**config.mk**
```make
export PLATFORM = sky130hd
export DESIGN_NAME = acc_perm_guard
export DESIGN_NICKNAME = d
export VERILOG_FILES = /design/src/rtl/apg_pkg.sv /design/src/rtl/apg_window.sv /design/src/rtl/apg_fault_rec.sv /design/src/rtl/apg_ctrl.sv /design/src/rtl/acc_perm_guard.sv
export SDC_FILE = /design/constraint.sdc
export NUM_CORES = 1
export LEC_CHECK = 0
export ABC_CLOCK_PERIOD_IN_PS = 2600
export CELL_PAD_IN_SITES_DETAIL_PLACEMENT = 0
export CELL_PAD_IN_SITES_GLOBAL_PLACEMENT = 1
export CORE_ASPECT_RATIO = 0.7
export CORE_MARGIN = 4
export CORE_UTILIZATION = 29
export CTS_CLUSTER_DIAMETER = 100
export DETAILED_ROUTE_END_ITERATION = 10
export HOLD_SLACK_MARGIN = 0.05
export PLACE_DENSITY = 0.85
export SETUP_SLACK_MARGIN = 0.02
export SKIP_LAST_GASP = 1
export SLEW_MARGIN = 20
export SYNTH_ARGS = -nofsm -noshare
export SYNTH_HDL_FRONTEND = slang
export SYNTH_HIERARCHICAL = 1
export SYNTH_SLANG_ARGS = --single-unit
```
**constraint.sdc**
```tcl
create_clock -name clk -period 2.6 [get_ports clk]
set_input_delay 0.26 -clock clk [delete_from_list [all_inputs] [get_ports clk]]
set_output_delay 0.26 -clock clk [all_outputs]
set_load 0.005 [all_outputs]
```
**src/rtl/apg_pkg.sv**
```systemverilog
package apg_pkg;

    typedef enum logic [2:0] {
        ST_IDLE   = 3'd0,
        ST_CHECK  = 3'd1,
        ST_LOOKUP = 3'd2,
        ST_WAIT   = 3'd3,
        ST_FWD    = 3'd4,
        ST_RDATA  = 3'd5,
        ST_DENY   = 3'd6
    } apg_state_e;

    localparam int unsigned APG_PAGE_SHIFT = 12;

endpackage

```
**src/rtl/apg_window.sv**
```systemverilog
module apg_window #(
    parameter int unsigned AW = 32
) (
    input  logic [AW-1:0] addr,
    input  logic [AW-1:0] lo,
    input  logic [AW-1:0] hi,
    output logic          in_range
);

    logic above_lo;
    logic below_hi;

    always_comb begin
        above_lo = (addr >= lo);
        below_hi = (addr < hi);
        in_range = above_lo && below_hi;
    end

endmodule

```
**src/rtl/apg_fault_rec.sv**
```systemverilog
module apg_fault_rec #(
    parameter int unsigned AW = 32
) (
    input  logic          clk,
    input  logic          rst_n,
    input  logic          ev_valid,
    input  logic [AW-1:0] ev_addr,
    input  logic          ev_write,
    input  logic          clr,
    input  logic          lock_req,
    output logic          pend,
    output logic [AW-1:0] rec_addr,
    output logic          rec_write,
    output logic          locked
);

    logic take_new;

    always_comb begin
        take_new = ev_valid && (clr || !pend);
    end

    always_ff @(posedge clk or negedge rst_n) begin
        if (!rst_n) begin
            pend      <= 1'b0;
            rec_addr  <= '0;
            rec_write <= 1'b0;
        end else if (take_new) begin
            pend      <= 1'b1;
            rec_addr  <= ev_addr;
            rec_write <= ev_write;
        end else if (clr) begin
            pend      <= 1'b0;
        end
    end

    always_ff @(posedge clk or negedge rst_n) begin
        if (!rst_n) begin
            locked <= 1'b0;
        end else if (lock_req && pend) begin
            locked <= 1'b1;
        end
    end

    AST_FAULT_HOLD: assert property (@(posedge clk) disable iff (!rst_n)
        (pend && !clr) |=> (pend && $stable(rec_addr) && $stable(rec_write)));

    AST_CLR_EVENT: assert property (@(posedge clk) disable iff (!rst_n)
        (clr && ev_valid) |=> (pend && rec_addr == $past(ev_addr)));

    AST_LOCK_STICKY: assert property (@(posedge clk) disable iff (!rst_n)
        locked |=> locked);

    AST_LOCK_NEEDS_FAULT: assert property (@(posedge clk) disable iff (!rst_n)
        $rose(locked) |-> $past(pend));

endmodule

```
**src/rtl/apg_ctrl.sv**
```systemverilog
module apg_ctrl
    import apg_pkg::*;
#(
    parameter int unsigned AW = 32,
    parameter int unsigned DW = 64,
    parameter int unsigned PS = APG_PAGE_SHIFT
) (
    input  logic          clk,
    input  logic          rst_n,
    input  logic          req_valid,
    output logic          req_ready,
    input  logic [AW-1:0] req_addr,
    input  logic          req_write,
    input  logic [DW-1:0] req_wdata,
    output logic          rvalid,
    output logic [DW-1:0] rdata,
    output logic [AW-1:0] cur_addr,
    input  logic          in_range,
    input  logic          locked,
    output logic          lk_valid,
    input  logic          lk_ready,
    output logic [AW-PS-1:0] lk_page,
    input  logic          rsp_valid,
    input  logic          rsp_rd,
    input  logic          rsp_wr,
    output logic          m_valid,
    input  logic          m_ready,
    output logic [AW-1:0] m_addr,
    output logic          m_write,
    output logic [DW-1:0] m_wdata,
    input  logic          m_rvalid,
    input  logic [DW-1:0] m_rdata,
    output logic          deny_evt,
    output logic          deny_write
);

    apg_state_e state_q;
    apg_state_e state_d;
    logic          cur_write;
    logic [DW-1:0] cur_wdata;
    logic          perm_ok;
    logic          accept;

    always_comb begin
        accept  = req_valid && (state_q == ST_IDLE);
        perm_ok = cur_write ? rsp_wr : rsp_rd;
    end

    always_ff @(posedge clk or negedge rst_n) begin
        if (!rst_n) begin
            state_q <= ST_IDLE;
        end else begin
            state_q <= state_d;
        end
    end

    always_ff @(posedge clk or negedge rst_n) begin
        if (!rst_n) begin
            cur_addr  <= '0;
            cur_write <= 1'b0;
            cur_wdata <= '0;
        end else if (accept) begin
            cur_addr  <= req_addr;
            cur_write <= req_write;
            cur_wdata <= req_wdata;
        end
    end

    always_comb begin
        state_d = state_q;
        unique case (state_q)
            ST_IDLE: begin
                if (req_valid) state_d = ST_CHECK;
            end
            ST_CHECK: begin
                if (locked || !in_range) state_d = ST_DENY;
                else                     state_d = ST_LOOKUP;
            end
            ST_LOOKUP: begin
                if (lk_ready) state_d = ST_WAIT;
            end
            ST_WAIT: begin
                if (rsp_valid) state_d = perm_ok ? ST_FWD : ST_DENY;
            end
            ST_FWD: begin
                if (m_ready) state_d = cur_write ? ST_IDLE : ST_RDATA;
            end
            ST_RDATA: begin
                if (m_rvalid) state_d = ST_IDLE;
            end
            ST_DENY: begin
                state_d = ST_IDLE;
            end
            default: state_d = ST_IDLE;
        endcase
    end

    always_comb begin
        req_ready  = 1'b0;
        lk_valid   = 1'b0;
        m_valid    = 1'b0;
        rvalid     = 1'b0;
        deny_evt   = 1'b0;
        lk_page    = cur_addr[AW-1:PS];
        m_addr     = cur_addr;
        m_write    = cur_write;
        m_wdata    = cur_wdata;
        rdata      = m_rdata;
        deny_write = cur_write;
        unique case (state_q)
            ST_IDLE:   req_ready = 1'b1;
            ST_CHECK:  ;
            ST_LOOKUP: lk_valid  = 1'b1;
            ST_WAIT:   ;
            ST_FWD:    m_valid   = 1'b1;
            ST_RDATA:  rvalid    = m_rvalid;
            ST_DENY:   deny_evt  = 1'b1;
            default:   ;
        endcase
    end

    AST_NO_LOOKUP_OUTSIDE: assert property (@(posedge clk) disable iff (!rst_n)
        lk_valid |-> in_range);

    AST_LK_HOLD: assert property (@(posedge clk) disable iff (!rst_n)
        (lk_valid && !lk_ready) |=> (lk_valid && $stable(lk_page)));

    AST_MEM_HOLD: assert property (@(posedge clk) disable iff (!rst_n)
        (m_valid && !m_ready) |=> (m_valid && $stable(m_addr) && $stable(m_write) && $stable(m_wdata)));

    AST_ONE_PHASE: assert property (@(posedge clk) disable iff (!rst_n)
        $onehot0({req_ready, lk_valid, m_valid, deny_evt}));

    AST_LOCKED_NO_QUERY: assert property (@(posedge clk) disable iff (!rst_n)
        (accept && locked) |=> ##1 (!lk_valid && !m_valid));

    AST_RVALID_ONLY_READ: assert property (@(posedge clk) disable iff (!rst_n)
        rvalid |-> (!cur_write && m_rvalid));

endmodule

```
**src/rtl/acc_perm_guard.sv**
```systemverilog
module acc_perm_guard
    import apg_pkg::*;
#(
    parameter int unsigned AW = 32,
    parameter int unsigned DW = 64,
    localparam int unsigned PW = AW - APG_PAGE_SHIFT
) (
    input  logic          clk,
    input  logic          rst_n,
    input  logic          acc_req_valid,
    output logic          acc_req_ready,
    input  logic [AW-1:0] acc_req_addr,
    input  logic          acc_req_write,
    input  logic [DW-1:0] acc_req_wdata,
    output logic          acc_rvalid,
    output logic [DW-1:0] acc_rdata,
    input  logic [AW-1:0] win_lo,
    input  logic [AW-1:0] win_hi,
    output logic          lk_req_valid,
    input  logic          lk_req_ready,
    output logic [PW-1:0] lk_ppn,
    input  logic          lk_rsp_valid,
    input  logic          lk_rsp_rd,
    input  logic          lk_rsp_wr,
    output logic          mem_valid,
    input  logic          mem_ready,
    output logic [AW-1:0] mem_addr,
    output logic          mem_write,
    output logic [DW-1:0] mem_wdata,
    input  logic          mem_rvalid,
    input  logic [DW-1:0] mem_rdata,
    output logic          fault_irq,
    output logic [AW-1:0] fault_addr,
    output logic          fault_write,
    input  logic          fault_clr,
    input  logic          host_lock
);

    logic [AW-1:0] cur_addr;
    logic          in_range;
    logic          locked;
    logic          deny_evt;
    logic          deny_write;

    apg_window #(.AW(AW)) u_window (
        .addr     (cur_addr),
        .lo       (win_lo),
        .hi       (win_hi),
        .in_range (in_range)
    );

    apg_ctrl #(.AW(AW), .DW(DW), .PS(APG_PAGE_SHIFT)) u_ctrl (
        .clk        (clk),
        .rst_n      (rst_n),
        .req_valid  (acc_req_valid),
        .req_ready  (acc_req_ready),
        .req_addr   (acc_req_addr),
        .req_write  (acc_req_write),
        .req_wdata  (acc_req_wdata),
        .rvalid     (acc_rvalid),
        .rdata      (acc_rdata),
        .cur_addr   (cur_addr),
        .in_range   (in_range),
        .locked     (locked),
        .lk_valid   (lk_req_valid),
        .lk_ready   (lk_req_ready),
        .lk_page    (lk_ppn),
        .rsp_valid  (lk_rsp_valid),
        .rsp_rd     (lk_rsp_rd),
        .rsp_wr     (lk_rsp_wr),
        .m_valid    (mem_valid),
        .m_ready    (mem_ready),
        .m_addr     (mem_addr),
        .m_write    (mem_write),
        .m_wdata    (mem_wdata),
        .m_rvalid   (mem_rvalid),
        .m_rdata    (mem_rdata),
        .deny_evt   (deny_evt),
        .deny_write (deny_write)
    );

    apg_fault_rec #(.AW(AW)) u_fault (
        .clk       (clk),
        .rst_n     (rst_n),
        .ev_valid  (deny_evt),
        .ev_addr   (cur_addr),
        .ev_write  (deny_write),
        .clr       (fault_clr),
        .lock_req  (host_lock),
        .pend      (fault_irq),
        .rec_addr  (fault_addr),
        .rec_write (fault_write),
        .locked    (locked)
    );

    AST_DENY_RAISES: assert property (@(posedge clk) disable iff (!rst_n)
        deny_evt |=> fault_irq);

    AST_FWD_IN_WINDOW: assert property (@(posedge clk) disable iff (!rst_n)
        mem_valid |-> (mem_addr >= win_lo && mem_addr < win_hi));

endmodule

```
**Word level (Yosys, flattened, before mapping)**

Index checks and enable logic that the tools add are counted.

- Register bits after elaboration: 135
- Input bits: 236
- Output and inout port bits: 219
- Logic and storage cells: 49

- Order comparisons: 2
- Equality and inequality tests: 11
- Muxes and demuxes: 17
- Reduce and logical (&&, ||, !) cells: 11

Operator list:

| operator | count |
|---|---|
| $ge 32x32->1 | 1 |
| $lt 32x32->1 | 1 |
| $mux 3 | 7 |
| $pmux 3 s6 | 1 |
| $ne 2x2->1 const B | 5 |
| $eq 3x3->1 const B | 3 |
| $mux 1 | 8 |
| $eq 3x2->1 const B | 2 |
| $reduce_and 5->1 | 1 |
| $logic_and 1x1->1 | 4 |
| $eq 3x1->1 const B | 1 |
| $logic_not 3->1 | 1 |
| $logic_not 1->1 | 2 |
| $logic_or 1x1->1 | 2 |
| $mux 2 | 1 |
| $reduce_bool 2->1 | 1 |

**Longest topological paths before layout**

Gate-level depths: netlist (run 1).

- Depth after elaboration: 6
- Depth in mapped cells: 11
- Gate-level depth less buffers: 11

**Cells and area by module**

The synthesis (run 1) kept the hierarchy.

By module, submodules not included:

| module | times used | cells an instance | area an instance (um^2) | sequential area each (um^2) |
|---|---|---|---|---|
| apg_ctrl | 1 | 354 | 4903.5 | 2502.4 |
| apg_window | 1 | 223 | 1562.7 | 0.0 |
| apg_fault_rec | 1 | 75 | 1460.2 | 875.8 |

**Worst setup path after synthesis (run 1)**

OpenSTA, ideal clock, no wires.

- Kind: register -> register
- Start point: reg u_ctrl.cur_addr[15]
- End point: reg u_ctrl.state_q[2]
- Setup time: 0.121 ns
- Data arrival time: 2.050 ns
- Required time: 2.479 ns
- Setup slack: 0.428 ns
- Stages on the path, launching flop included: 10
- Buffers on the path: 0
- Clock period less this slack: 2.172 ns
- Cells stage by stage: dfrtp_1 -> ha_1 -> nand4_1 -> or3_1 -> a2111oi_1 -> o41ai_1 -> a211oi_2 -> a21oi_1 -> o21ai_0 -> nand2_1

- Longest elaborated chain between the ends: 6
- Elaborated cells on any way between the ends: 7
- Those cells by class: order compare: 2; mux: 2; reduce/logical: 3

RTL lines:

| element | RTL line | text |
|---|---|---|
| start, declared | apg_ctrl.sv:17 | `output logic [AW-1:0] cur_addr,` |
| start signal, assigned | apg_ctrl.sv:63 | `cur_addr <= req_addr;` |
| $ge 32x32->1 / $lt 32x32->1 (equally long branches) | apg_window.sv:14, apg_window.sv:15 |  |
| $logic_and 1x1->1 * | apg_window.sv:16 | `in_range = above_lo && below_hi;` |
| named net in_range | acc_perm_guard.sv:40 | `logic in_range;` |
| $logic_not 1->1 * | apg_ctrl.sv:76 | `if (locked \|\| !in_range) state_d = ST_DENY;` |
| $logic_or 1x1->1 * | apg_ctrl.sv:76 |  |
| $mux 3 * | apg_ctrl.sv:76 |  |
| $pmux 3 s6 * | apg_ctrl.sv:71 | `unique case (state_q)` |
| end signal, assigned | apg_ctrl.sv:53 | `state_q <= state_d;` |
| end, declared | apg_ctrl.sv:37 | `apg_state_e state_q;` |

Mark *: on every way through the listed nets, which the timed path passes. The rest lies on a longest branch.
A chain may end at the register's enable or synchronous reset.

**Worst setup path in the final report (run 1)**

- Start point: reg u_ctrl.cur_addr[14]
- End point: reg u_ctrl.state_q[2]

The elaborated chain is that of the path after synthesis.

==> run summary, run 1 <==
The run finished with clean final reports. Total DRC errors in the routed layout: 0. Ranked by total cell area, the synthesized netlist is headed by sky130_fd_sc_hd__dfrtp_1 (43%), sky130_fd_sc_hd__buf_4 (12%), sky130_fd_sc_hd__mux2_4 (11%), sky130_fd_sc_hd__ha_1 (9.9%), sky130_fd_sc_hd__mux2_2 (9.9%). The met3 global-route usage was 0.07171. The number of global-route vias before repair came out at 6108. The worst setup path is launched from a register. The synthesized area per cell works out to 12.16 um2. Commonest non-fill, non-tap cell in the layout: sky130_fd_sc_hd__clkdlybuf4s50_1. The layout has 2493 filler cells.

The first global-routing pass estimated 35520 um of wire. The logs give 0 for the antenna diode count and 327.2 ps for the final hold slack. In this run the count of I/O pins placed on the die edge is 455. The number of storage elements in the synthesis netlist is 135.

The run gives -209.7 ps as the post-placement worst setup slack. The run gives 0.1538 as the global routing usage summed across all routing layers. In the routed layout, each cell is associated on average with a via count of 4.424. The async set-or-reset flop fraction in the synthesized netlist was 1.000. The endpoint class of the critical path was a register.

The most used flip-flop cell after synthesis is sky130_fd_sc_hd__dfrtp_1. At the pin with the least slew margin, the transition time is 524.6 ps. Walking the worst path, the cells encountered are ha_1, nand4_1, or3_4, a2111oi_4, o41ai_2, a211oi_2, a21oi_1, o21ai_1, nand2_1. In this run, placement finished with an instance count of 1244. When the netlist entered floorplanning its net count stood at 951.

Yosys mapped a number of flops with a built-in enable equal to 0. Depth of the worst register-to-register path: 9. The endpoint identified for the worst register-to-register timing path is u_ctrl/state_q[2].

Once the clock tree was built, the setup fixing pass inserted 0 buffers. The global-route congestion overflow total is 0, and the layout overhead on the synthesized area is 45.60%. Summing every instance area after synthesis gives 0.007926 mm2. The die extent in y is 146.3 um, and the peak clock frequency supported by timing is 416.4 MHz.

Setup repair after global routing left no endpoint under its margin. The tools report the clock sink count as 135. The pre-antenna-repair detailed-routing pass consisted of 4 iterations. The width of the die works out to 205.6 um. For the met1 track utilization from global routing, the log shows 0.2016. Among cell families on the critical path, the largest total delay comes from compound AO/OA/AOI/OAI gates. On the final layout, the worst clock skew is 10.91 ps.

Type of the setup path with the least slack: register to register. The worst register-to-register path begins at u_ctrl/cur_addr[14]. Counting along the longest clock path gives a buffer depth of 2. The clock period minus worst slack came out at 2402 ps.

The biggest fanout along the worst timing path is 2. Clock latency on the worst-skew pair: 420 ps. The tools report the count of yosys warnings during synthesis as 6. Together, buffers and inverters on the worst path number 0. In this run the static leakage power is 5.229 nW.

For the worst setup path, the data arrival time is 2700 ps. The path class of the tightest hold or removal check is input port to asynchronous set/reset pin. The most used routing layer in global routing was met2. TritonCTS built the clock tree.

In the post-route analysis, the smallest setup slack over all paths is 198.2 ps. The tools report the max-slew violation count as 0. The run gives 17 as the total clock buffers created by CTS. The post-route fraction of the period consumed by the critical path is 0.9238, and the area of the die is 0.03008 mm2. The data required time at the worst endpoint was 2900 ps. Detailed placement ended at an HPWL of 18260 um. The logs give 0.2306 for the met2 demand-to-capacity share in global routing and 50 for the number of rows in the core area.

The final route contains 5640 vias. Final estimated routing congestion in global placement: 0.8269. The post-synthesis cell count is 652, and the power per standard cell area is 1152 mW/mm2. For this run, the slowest stage of the critical path takes 440 ps. The run gives 0.2953 as the initial core utilization.

The tools report the core outline area as 0.02684 mm2. Clock tree synthesis selected as its root buffer the cell sky130_fd_sc_hd__clkbuf_16. On the critical path, the stage with the largest delay is an instance of sky130_fd_sc_hd__dfrtp_2. The final layout contains 1199 nets. The worst slew slack as a fraction of its limit is 0.6471.

The area taken by flip-flops and latches is 0.003381 mm2. For this run, the number of standard cells in the final layout without fillers is 1275. The tools report the violation count after the first detailed-routing iteration as 182. Wire length reported by the detailed router: 23350 um. The library cells used most frequently in the layout, excluding fill and tap cells, are sky130_fd_sc_hd__clkdlybuf4s50_1 (325), sky130_fd_sc_hd__dfrtp_1 (133), sky130_fd_sc_hd__mux2_2 (70), sky130_fd_sc_hd__inv_1 (64), sky130_fd_sc_hd__ha_1 (62). The maximum vdd ir drop is 0.5276 mV. In this run the remaining antenna-violating nets after routing total 0. The final count of negative-setup-slack endpoints was 0; the area used by multi-input combinational logic was 0.003276 mm2. The final count of hold timing violations was 0; the count of buffers from port buffering was 326. After clock tree synthesis, the clock-pin slew on the worst setup and hold paths is 60 ps. The fraction of layout cells with a size suffix above 1 was 0.2283; the proportion of netlist area held by the largest area contributor was 0.4262. Part of the Yosys area used for sequential elements: 0.4262. The run gives 45 as the unique cell type count in the Yosys netlist. The detailed-route wire length per cell works out to 18.31 um. The H-tree was split into 4 levels.

The tool flagged a number of max-cap violations equal to 0. The logs give 0.4300 for the final cell utilization of the core and 2 for the initial antenna violation count. The largest total area in the synthesized netlist belongs to sky130_fd_sc_hd__dfrtp_1. For the post-layout total power, the log shows 13.29 mW.

Largest net degree at the start of global routing: 73. Across all register-to-register paths, the minimum setup slack is 200 ps.
==> kinds of logic after synthesis <==
kind of cell,count (synthesis),synth area share
mux,132,0.2156
buf+inv,197,0.1675
compound gates,54,0.04262
fa+ha+maj,63,0.09945
flops,135,0.4262
simple gates,71,0.04862
==> routing by layer <==
| layer | vias up | routed length (um) |
|---|---|---|
| met3 | 25 | 2321 |
| met1 | 2734 | 10460 |
| met4 | 4 | 339 |
| met2 | 270 | 10200 |
| met5 | - | 25 |
| li1 | 2607 | - |
==> registers in the layout, summed over array words and instances (netlist names) <==
register / flops
u_ctrl/state_q: 3
u_fault/pend: 1
u_ctrl/deny_write: 1
u_fault/locked: 1
u_fault/rec_addr: 32
u_ctrl/cur_addr: 32
u_fault/rec_write: 1
u_ctrl/m_wdata: 64
==> how the worst max path moves through the flow <==
stage / end / slack, ps / from / depth (start not counted)
2_1_floorplan: u_ctrl/state_q[2] / 430 / u_ctrl/cur_addr[15] / 9
6_report: u_ctrl/state_q[2] / 200 / u_ctrl/cur_addr[14] / 9
3_5_place_dp: u_ctrl/state_q[2] / -210 / win_lo[0] / 10
5_1_grt: u_ctrl/state_q[2] / 20 / u_ctrl/cur_addr[12] / 9
3_3_place_gp: u_ctrl/state_q[2] / -180 / win_lo[0] / 10
4_1_cts: u_ctrl/state_q[2] / 80 / u_ctrl/cur_addr[14] / 9
==> Yosys cell counts, drive strengths merged (2+ instances only) <==
library cell,number
dfrtp,135
buf,133
mux2,130
inv,64
ha,63
a21oi,23
nand2,20
nor2,12
o21ai,10
nand4,8
a21o,6
nand3,6
nor3,6
nand2b,5
a2111oi,4
a211oi,3
a221oi,2
and2,2
mux2i,2
or2b,2
or3,2
==> power by group <==
part / switching [mW] / internal, mW / leakage [nW]
registers: 0.919 / 3.19 / 1.61
clock network: 0.918 / 1.56 / 0.294
logic: 2.27 / 4.45 / 3.32
total: 4.10 / 9.19 / 5.23
==> worst reg2reg max path, delay by kind of cell (launching register included) <==
kind / cells / cell delay [ps]
AOI/OAI and AO/OA: 5 / 940
and+or+nand+nor: 3 / 610
adders and majority gates: 1 / 310
DFF: 1 / 440
==> what timing repair did <==
item	in CTS	in global routing
hold buffers	1	0
resized for setup	0	12
endpoints found under the hold margin	35	0
endpoints found under the setup margin	0	1
==> layout make-up <==
class                   count  area share
repair buffers            362      0.3108
flip-flops and latches    135      0.2929
multi-input cells         320      0.2838
clock buffers              24     0.04434
well taps                 364     0.03946
inverters                  64     0.02082
clock inverters             6    0.007806
==> per-stage QoR <==
step | TNS, ps | area, um2
floorplan | 0 | 7926
global placement | -184.3 | 10870
detailed placement | -209.7 | 10870
CTS | 0 | 11480
global route | 0 | 11540
finish | 0 | 11540
Power figures use the tool's default switching activity.
==> run 2, diff against run 1 <==
- SKIP_CTS_REPAIR_TIMING: unset -> 1
- TNS_END_PERCENT: unset -> 1
==> results of run 2 <==
Same layout as run 1: the final DEF is identical, and so are final timing and power.
Main changes from that run: met1 usage 0.2016 -> 0.2014; met3 usage 0.07171 -> 0.07194
